File: config.mk
export PLATFORM = sky130hd
export DESIGN_NAME = oa_attn_acc
export DESIGN_NICKNAME = d
export VERILOG_FILES = /design/src/rtl/oa_pkg.sv /design/src/rtl/oa_expmul.sv /design/src/rtl/oa_state.sv /design/src/rtl/oa_divider.sv /design/src/rtl/oa_attn_acc.sv
export SDC_FILE = /design/constraint.sdc
export NUM_CORES = 2
export LEC_CHECK = 0
export BUFFER_PORTS_ARGS = -buffer_cell sky130_fd_sc_hd__buf_2
export CORE_MARGIN = 1.5
export CORE_UTILIZATION = 40
export CTS_BUF_LIST = sky130_fd_sc_hd__clkbuf_4
export CTS_CLUSTER_SIZE = 24
export DETAILED_ROUTE_END_ITERATION = 8
export HOLD_SLACK_MARGIN = 0.06
export SLEW_MARGIN = 20
export SYNTH_ARGS = -nofsm -noshare
export SYNTH_HDL_FRONTEND = slang
export SYNTH_HIERARCHICAL = 1
export SYNTH_SLANG_ARGS = --single-unit
File: constraint.sdc
create_clock -name clk -period 11.7 [get_ports clk]
set_input_delay 1.17 -clock clk [delete_from_list [all_inputs] [get_ports clk]]
set_output_delay 1.17 -clock clk [all_outputs]
set_load 0.02 [all_outputs]
File: src/rtl/oa_pkg.sv
// Shared types for the streaming attention accumulator.
package oa_pkg;
    // Block phase: accumulating keys, loading the divider, dividing, presenting output
    typedef enum logic [1:0] {
        PH_ACC  = 2'd0,
        PH_LOAD = 2'd1,
        PH_RUN  = 2'd2,
        PH_OUT  = 2'd3
    } phase_t;
endpackage

File: src/rtl/oa_expmul.sv
// Fused exponential-times-value step in the base-2 domain: multiplies val by
// 2^-sh as an arithmetic right shift (rounds toward minus infinity).
// Assumes sh is a non-negative difference of scores; any shift above MAXSH is
// treated as underflow and yields exactly zero.
module oa_expmul #(
    parameter int W     = 40,
    parameter int SHW   = 9,
    parameter int MAXSH = 15
) (
    input  logic signed [W-1:0]   val,
    input  logic        [SHW-1:0] sh,
    output logic signed [W-1:0]   res
);
    // Clip-to-zero or shift
    always_comb begin
        if (sh > SHW'(MAXSH)) res = '0;
        else                  res = val >>> sh;
    end
endmodule

File: src/rtl/oa_state.sv
// Running state of the online softmax: maximum score, denominator and per-lane
// weighted sums. One key is folded in per accepted cycle using two fused
// exponential-multiply paths per quantity (rescale old, weight new).
// Assumes acc and restart are never asserted in the same cycle.
module oa_state #(
    parameter int LANES = 4,
    parameter int SW    = 8,
    parameter int VW    = 8,
    parameter int FRAC  = 15,
    parameter int MAXSH = 15,
    parameter int LW    = 32,
    parameter int AW    = 40
) (
    input  logic                    clk,
    input  logic                    rst_n,
    input  logic                    acc,
    input  logic                    restart,
    input  logic signed [SW-1:0]    score,
    input  logic [LANES*VW-1:0]     vals,
    output logic [LW-1:0]           den_o,
    output logic [LANES*AW-1:0]     num_o
);
    localparam int SHW = SW + 1;
    localparam logic signed [LW-1:0] ONE = LW'(1) << FRAC;

    logic                  first_q;
    logic signed [SW-1:0]  max_q;
    logic signed [SW-1:0]  max_n;
    logic [LW-1:0]         den_q;
    logic [LW-1:0]         den_n;
    logic [SHW-1:0]        d_old;
    logic [SHW-1:0]        d_new;
    logic signed [LW-1:0]  den_old_in;
    logic signed [LW-1:0]  den_old_r;
    logic signed [LW-1:0]  den_new_r;
    logic [LANES*AW-1:0]   num_q;
    logic [LANES*AW-1:0]   num_n;

    // New maximum; the first key of a sequence takes its own score
    always_comb begin
        if (first_q || (score > max_q)) max_n = score;
        else                            max_n = max_q;
    end

    // Non-negative shift amounts for the old state and for the new key
    always_comb begin
        d_old = {max_n[SW-1], max_n} - {max_q[SW-1], max_q};
        d_new = {max_n[SW-1], max_n} - {score[SW-1], score};
    end

    // Old denominator is forced to zero on the first key (maximum of minus infinity)
    always_comb den_old_in = first_q ? '0 : $signed(den_q);

    oa_expmul #(.W(LW), .SHW(SHW), .MAXSH(MAXSH)) u_den_old (
        .val(den_old_in), .sh(d_old), .res(den_old_r));
    oa_expmul #(.W(LW), .SHW(SHW), .MAXSH(MAXSH)) u_den_new (
        .val(ONE), .sh(d_new), .res(den_new_r));

    // Sum of rescaled old denominator and new weight
    always_comb den_n = den_old_r + den_new_r;

    for (genvar j = 0; j < LANES; j++) begin : g_lane
        logic signed [AW-1:0] old_in;
        logic signed [AW-1:0] old_r;
        logic signed [AW-1:0] vx;
        logic signed [AW-1:0] new_r;

        // Gate old lane state on first key; align value to the fixed-point scale
        always_comb begin
            old_in = first_q ? '0 : $signed(num_q[j*AW +: AW]);
            vx     = {{(AW-VW-FRAC){vals[j*VW+VW-1]}}, vals[j*VW +: VW], {FRAC{1'b0}}};
        end

        oa_expmul #(.W(AW), .SHW(SHW), .MAXSH(MAXSH)) u_old (
            .val(old_in), .sh(d_old), .res(old_r));
        oa_expmul #(.W(AW), .SHW(SHW), .MAXSH(MAXSH)) u_new (
            .val(vx), .sh(d_new), .res(new_r));

        // Lane sum of rescaled history and weighted new value
        always_comb num_n[j*AW +: AW] = old_r + new_r;
    end

    // State registers: fold in an accepted key, or arm reinitialisation
    always_ff @(posedge clk) begin
        if (!rst_n) begin
            first_q <= 1'b1;
            max_q   <= '0;
            den_q   <= '0;
            num_q   <= '0;
        end else if (acc) begin
            first_q <= 1'b0;
            max_q   <= max_n;
            den_q   <= den_n;
            num_q   <= num_n;
        end else if (restart) begin
            first_q <= 1'b1;
        end
    end

    assign den_o = den_q;
    assign num_o = num_q;


    max_mono_chk: assert property (@(posedge clk) disable iff (!rst_n)
        (acc && !first_q) |=> (max_q >= $past(max_q)));

    den_pos_chk: assert property (@(posedge clk) disable iff (!rst_n)
        acc |=> (den_q != '0));

    first_init_chk: assert property (@(posedge clk) disable iff (!rst_n)
        (acc && first_q) |=> (max_q == $past(score) && den_q == LW'(ONE)));
endmodule

File: src/rtl/oa_divider.sv
// Bit-serial restoring divider, all lanes in parallel sharing one step counter.
// Each lane computes (num * 2^OF) / den truncated toward zero.
// Assumes den is non-zero and the quotient magnitude fits in OW-1 bits.
module oa_divider #(
    parameter int LANES = 4,
    parameter int AW    = 40,
    parameter int LW    = 32,
    parameter int OF    = 8,
    parameter int OW    = 17
) (
    input  logic                  clk,
    input  logic                  rst_n,
    input  logic                  start,
    input  logic [LANES*AW-1:0]   num,
    input  logic [LW-1:0]         den,
    output logic                  done,
    output logic [LANES*OW-1:0]   quot
);
    localparam int NB = AW + OF;
    localparam int CW = $clog2(NB + 1);

    logic          run_q;
    logic [CW-1:0] cnt_q;

    // Step counter: NB iterations per division, done pulses with the final quotient
    always_ff @(posedge clk) begin
        if (!rst_n) begin
            run_q <= 1'b0;
            cnt_q <= '0;
            done  <= 1'b0;
        end else begin
            done <= run_q && (cnt_q == CW'(1));
            if (start) begin
                run_q <= 1'b1;
                cnt_q <= CW'(NB);
            end else if (run_q) begin
                cnt_q <= cnt_q - CW'(1);
                if (cnt_q == CW'(1)) run_q <= 1'b0;
            end
        end
    end

    for (genvar j = 0; j < LANES; j++) begin : g_lane
        logic [NB-1:0]        sh_q;
        logic [LW-1:0]        rem_q;
        logic [OW-1:0]        q_q;
        logic                 neg_q;
        logic signed [AW-1:0] n_s;
        logic [AW-1:0]        mag;
        logic [LW:0]          trial;

        // Operand magnitude and next partial remainder
        always_comb begin
            n_s   = $signed(num[j*AW +: AW]);
            mag   = n_s[AW-1] ? AW'(-n_s) : AW'(n_s);
            trial = {rem_q, sh_q[NB-1]};
        end

        // One restoring step per cycle
        always_ff @(posedge clk) begin
            if (!rst_n) begin
                sh_q  <= '0;
                rem_q <= '0;
                q_q   <= '0;
                neg_q <= 1'b0;
            end else if (start) begin
                sh_q  <= {mag, {OF{1'b0}}};
                rem_q <= '0;
                q_q   <= '0;
                neg_q <= n_s[AW-1];
            end else if (run_q) begin
                sh_q <= sh_q << 1;
                if (trial >= {1'b0, den}) begin
                    rem_q <= LW'(trial - {1'b0, den});
                    q_q   <= {q_q[OW-2:0], 1'b1};
                end else begin
                    rem_q <= trial[LW-1:0];
                    q_q   <= {q_q[OW-2:0], 1'b0};
                end
            end
        end

        // Restore sign: truncation toward zero
        always_comb quot[j*OW +: OW] = neg_q ? (~q_q + OW'(1)) : q_q;
    end


    div_nonzero_chk: assert property (@(posedge clk) disable iff (!rst_n)
        start |-> (den != '0));
endmodule

File: src/rtl/oa_attn_acc.sv
// Streaming single-query attention accumulator. Accepts one key per cycle,
// keeps online softmax state, and on the last key divides once per lane and
// presents the normalised vector on a valid/ready output.
// Assumes at most 2^16 keys per sequence so the denominator cannot overflow.
module oa_attn_acc #(
    parameter int LANES = 4,
    parameter int SW    = 8,
    parameter int VW    = 8,
    parameter int FRAC  = 15,
    parameter int MAXSH = 15,
    parameter int LW    = 32,
    parameter int AW    = 40,
    parameter int OF    = 8,
    parameter int OW    = VW + OF + 1
) (
    input  logic                  clk,
    input  logic                  rst_n,
    input  logic                  in_valid,
    output logic                  in_ready,
    input  logic [SW-1:0]         in_score,
    input  logic [LANES*VW-1:0]   in_vals,
    input  logic                  in_last,
    output logic                  out_valid,
    input  logic                  out_ready,
    output logic [LANES*OW-1:0]   out_vals
);
    import oa_pkg::*;

    phase_t              phase_q;
    logic                acc;
    logic                restart;
    logic                div_done;
    logic [LW-1:0]       den;
    logic [LANES*AW-1:0] num;

    // Handshake decode from phase
    always_comb begin
        in_ready  = (phase_q == PH_ACC);
        out_valid = (phase_q == PH_OUT);
        acc       = in_ready && in_valid;
        restart   = out_valid && out_ready;
    end

    // Phase sequencing: accumulate, load divider, divide, present
    always_ff @(posedge clk) begin
        if (!rst_n) phase_q <= PH_ACC;
        else begin
            case (phase_q)
                PH_ACC:  if (acc && in_last) phase_q <= PH_LOAD;
                PH_LOAD: phase_q <= PH_RUN;
                PH_RUN:  if (div_done) phase_q <= PH_OUT;
                PH_OUT:  if (out_ready) phase_q <= PH_ACC;
                default: phase_q <= PH_ACC;
            endcase
        end
    end

    oa_state #(
        .LANES(LANES), .SW(SW), .VW(VW), .FRAC(FRAC),
        .MAXSH(MAXSH), .LW(LW), .AW(AW)
    ) u_state (
        .clk(clk), .rst_n(rst_n), .acc(acc), .restart(restart),
        .score($signed(in_score)), .vals(in_vals),
        .den_o(den), .num_o(num)
    );

    oa_divider #(
        .LANES(LANES), .AW(AW), .LW(LW), .OF(OF), .OW(OW)
    ) u_div (
        .clk(clk), .rst_n(rst_n), .start(phase_q == PH_LOAD),
        .num(num), .den(den), .done(div_done), .quot(out_vals)
    );


    out_hold_chk: assert property (@(posedge clk) disable iff (!rst_n)
        (out_valid && !out_ready) |=> (out_valid && $stable(out_vals)));

    no_accept_busy_chk: assert property (@(posedge clk) disable iff (!rst_n)
        (acc && in_last) |=> !in_ready);

    out_after_div_chk: assert property (@(posedge clk) disable iff (!rst_n)
        $rose(out_valid) |-> $past(div_done));

    restart_ready_chk: assert property (@(posedge clk) disable iff (!rst_n)
        restart |=> in_ready);
endmodule

==> reports/qor.csv <==
metric,value,unit
status,"complete, no violations",
Power Total,17.4,mW
top post-synthesis cells by area,"dfxtp_1 (17%), mux2i_1 (9.1%), mux4_2 (9.1%)",
full die area,172000,um2
post-synthesis sequential area ratio,16.9,%
CTS buffer count,173,
Chip Height,415,um
CP required,12.77,ns
Post-synth ARST share,0,%
synth unique cells,126,
NumNets Final,8806,
Reg area,11400,um2
Netlist Area Pre-Place,67800,um2
DP Worst Slack,1.68,ns
Post-DP HPWL,170000,um
Post-synth EDFFs,0,
worst ir drop on vdd,0.000581,V
Synth Register Bits,571,
Core Rows,150,
hold depth,3,
TritonCTS clock tree,built,
crit path capture type,register,
RSZ-0062 raised after global routing,no,
width of the die,415,um
WL per Instance,21.2,um
post-route ant nets,0,
vias in the first global route,60300,
"commonest cells after routing, fill and taps aside","nand2_1 (654), mux2i_1 (618), nor2_1 (610)",
first-pass GRT wire length,350000,um
CTS Sinks,571,
Pleak,29.7,nW
CP top delay family,compound AO/OA/AOI/OAI gates,
H-tree levels,4,
worst skew pair latency,1.21,ns
Clock Skews,0.0945,ns
1st-iter DRT viols,6031,
drt first pass iters,6,
RD Place Congestion,0.964,
"Top FF cell, synth",dfxtp_1,
Worst R2R Path Depth,33,
final setup TNS,0,ns
CTS Buffer Depth,3,
Post-DP Area,70400,um2
Worst Hold Class,in -> reg,
Critical Path Source,u_state/max_q[1],
Post-CTS Hold Buffers,0,
worst slew pin tran,1.01,ns
WHS,0.285,ns
normalized max-slew margin,32.2,%
synthesized area per cell,8.19,um2
endpoints failing hold,0,
Core ar.,168000,um2
# DRC,0,
Initial Util,40.4,%
Total GRT Usage,25.2,%
via/cell ratio,6.08,
hold_sp,in_score[3],
Max Slew Vio Count,0,
Final Instance Area,72600,um2
filler instances,17200,
largest net degree at the start of global routing,174,
initial antenna violation count,5,
crit-path max FO,25,
Yosys top cell by area,dfxtp_1,
Post-CTS Setup Bufs,0,
Final period util,80.5,%
final setup fails,0,
CP dominant cell by count,a21oi_1,
Multi-input gate area,54000,um2
setup slack after layout,2.28,ns
critical path arrival,10.49,ns
Worst-path clk slew,0.07,ns
PwrDens,239,nW/um2
number of I/O pins,115,
Worst path depth,33,
slowest library cell on the worst path,nor2_1,
Startpoint Class,register,
top cell type's share of synthesized area,16.9,%
Synthesis Warnings,6,
post-CTS sizing,0,
Final min period,9.42,ns
Critical Path Max Stage Delay,0.83,ns
Routed WL,227000,um
"most common cell after layout, fill and taps aside",nand2_1,
CTS root buffer,clkbuf_4,
Post-Syn Instances,8274,
WS Path Type,reg -> reg,
Buffers & Inverters on Critical Path,2,
max_cap viols,0,
Syn-to-layout area delta,7.19,%
global route overflow,0,
Vias,65300,
Port Buffers,114,
f_max,0.106,GHz
share of cells above drive strength 1,13.4,%
worst reg2reg path startpoint,u_state/max_q[1],
[worst register-to-register path, delay by kind of cell, from the launching register on]
family	cells	cell delay, ns
buffers and inverters	2	0.23
AOI/OAI and AO/OA	16	4.28
adders and majority gates	4	1.42
and+or+nand+nor	10	2.54
DFF	1	0.31
muxes	1	0.52
[state kept, by name (all words and copies together), names as in the netlist]
name and cells:
u_div/g_lane.sh_q 160, u_state/num_o 160, u_div/g_lane.rem_q 128, u_div/g_lane.q_q 68, u_state/den_o 32, u_state/max_q 8
u_div/cnt_q 6, u_div/g_lane.neg_q 4, phase_q 2, u_div/done 1, u_div/run_q 1, u_state/first_q 1
[per-layer routing]
| layer | vias to the layer above | routed length, um | GRT usage [%] |
|---|---|---|---|
| li1 | 31200 | - | - |
| met1 | 31400 | 105000 | 35.5 |
| met2 | 2288 | 100000 | 39.2 |
| met3 | 414 | 15200 | 3.90 |
| met4 | 0 | 7060 | 8.08 |
| met5 | - | 0 | 0 |
[where the power goes]
| part | internal, mW | switching, mW |
|---|---|---|
| registers | 2.28 | 0.322 |
| clock network | 1.03 | 0.988 |
| logic | 4.88 | 7.89 |
| total | 8.20 | 9.20 |
[cell type report]
| type | count | area share [%] |
|---|---|---|
| flip-flops and latches | 571 | 15.7 |
| well taps | 2204 | 3.80 |
| diodes | 10 | 0.0344 |
| clock buffers | 251 | 2.59 |
| inverters | 223 | 1.18 |
| multi-input cells | 7225 | 74.4 |
| repair buffers | 202 | 1.85 |
| clock inverters | 59 | 0.453 |
[synthesized netlist by cell type (203+ instances only)]
library cell  number
nand2_1          655
mux2i_1          619
nor2_1           615
a21oi_1          574
dfxtp_1          571
o21ai_0          543
ha_1             354
clkbuf_1         351
nor2b_1          325
o22ai_1          288
mux4_2           274
xnor2_1          267
xor2_1           203
[cells by family after synthesis]
| logic type | Yosys count | synth area share, % |
|---|---|---|
| simple gates | 2353 | 17.0 |
| compound gates | 2571 | 25.0 |
| mux | 1112 | 22.5 |
| fa+ha+maj | 365 | 6.86 |
| flops | 571 | 16.9 |
| other cells | 2 | 0.0111 |
| xor+xnor | 470 | 6.07 |
| buf+inv | 830 | 5.71 |
[path summary, 6_finish.rpt]
path | to | slack (ns)
max | u_state/num_o[74] | 2.28
min | u_state/max_q[3] | 0.28
max reg2reg | u_state/num_o[74] | 2.28
min reg2reg | u_state/max_q[7] | 0.45
[stage by stage]
step | instances | util [%]
6_report | 10700 | 43.3
2_1_floorplan | 8626 | -
3_3_place_gp | 10400 | 41.9
3_5_place_dp | 10400 | 41.9
4_1_cts | 10700 | 43.3
5_1_grt | 10700 | 43.3
Power figures use the tool's default switching activity.
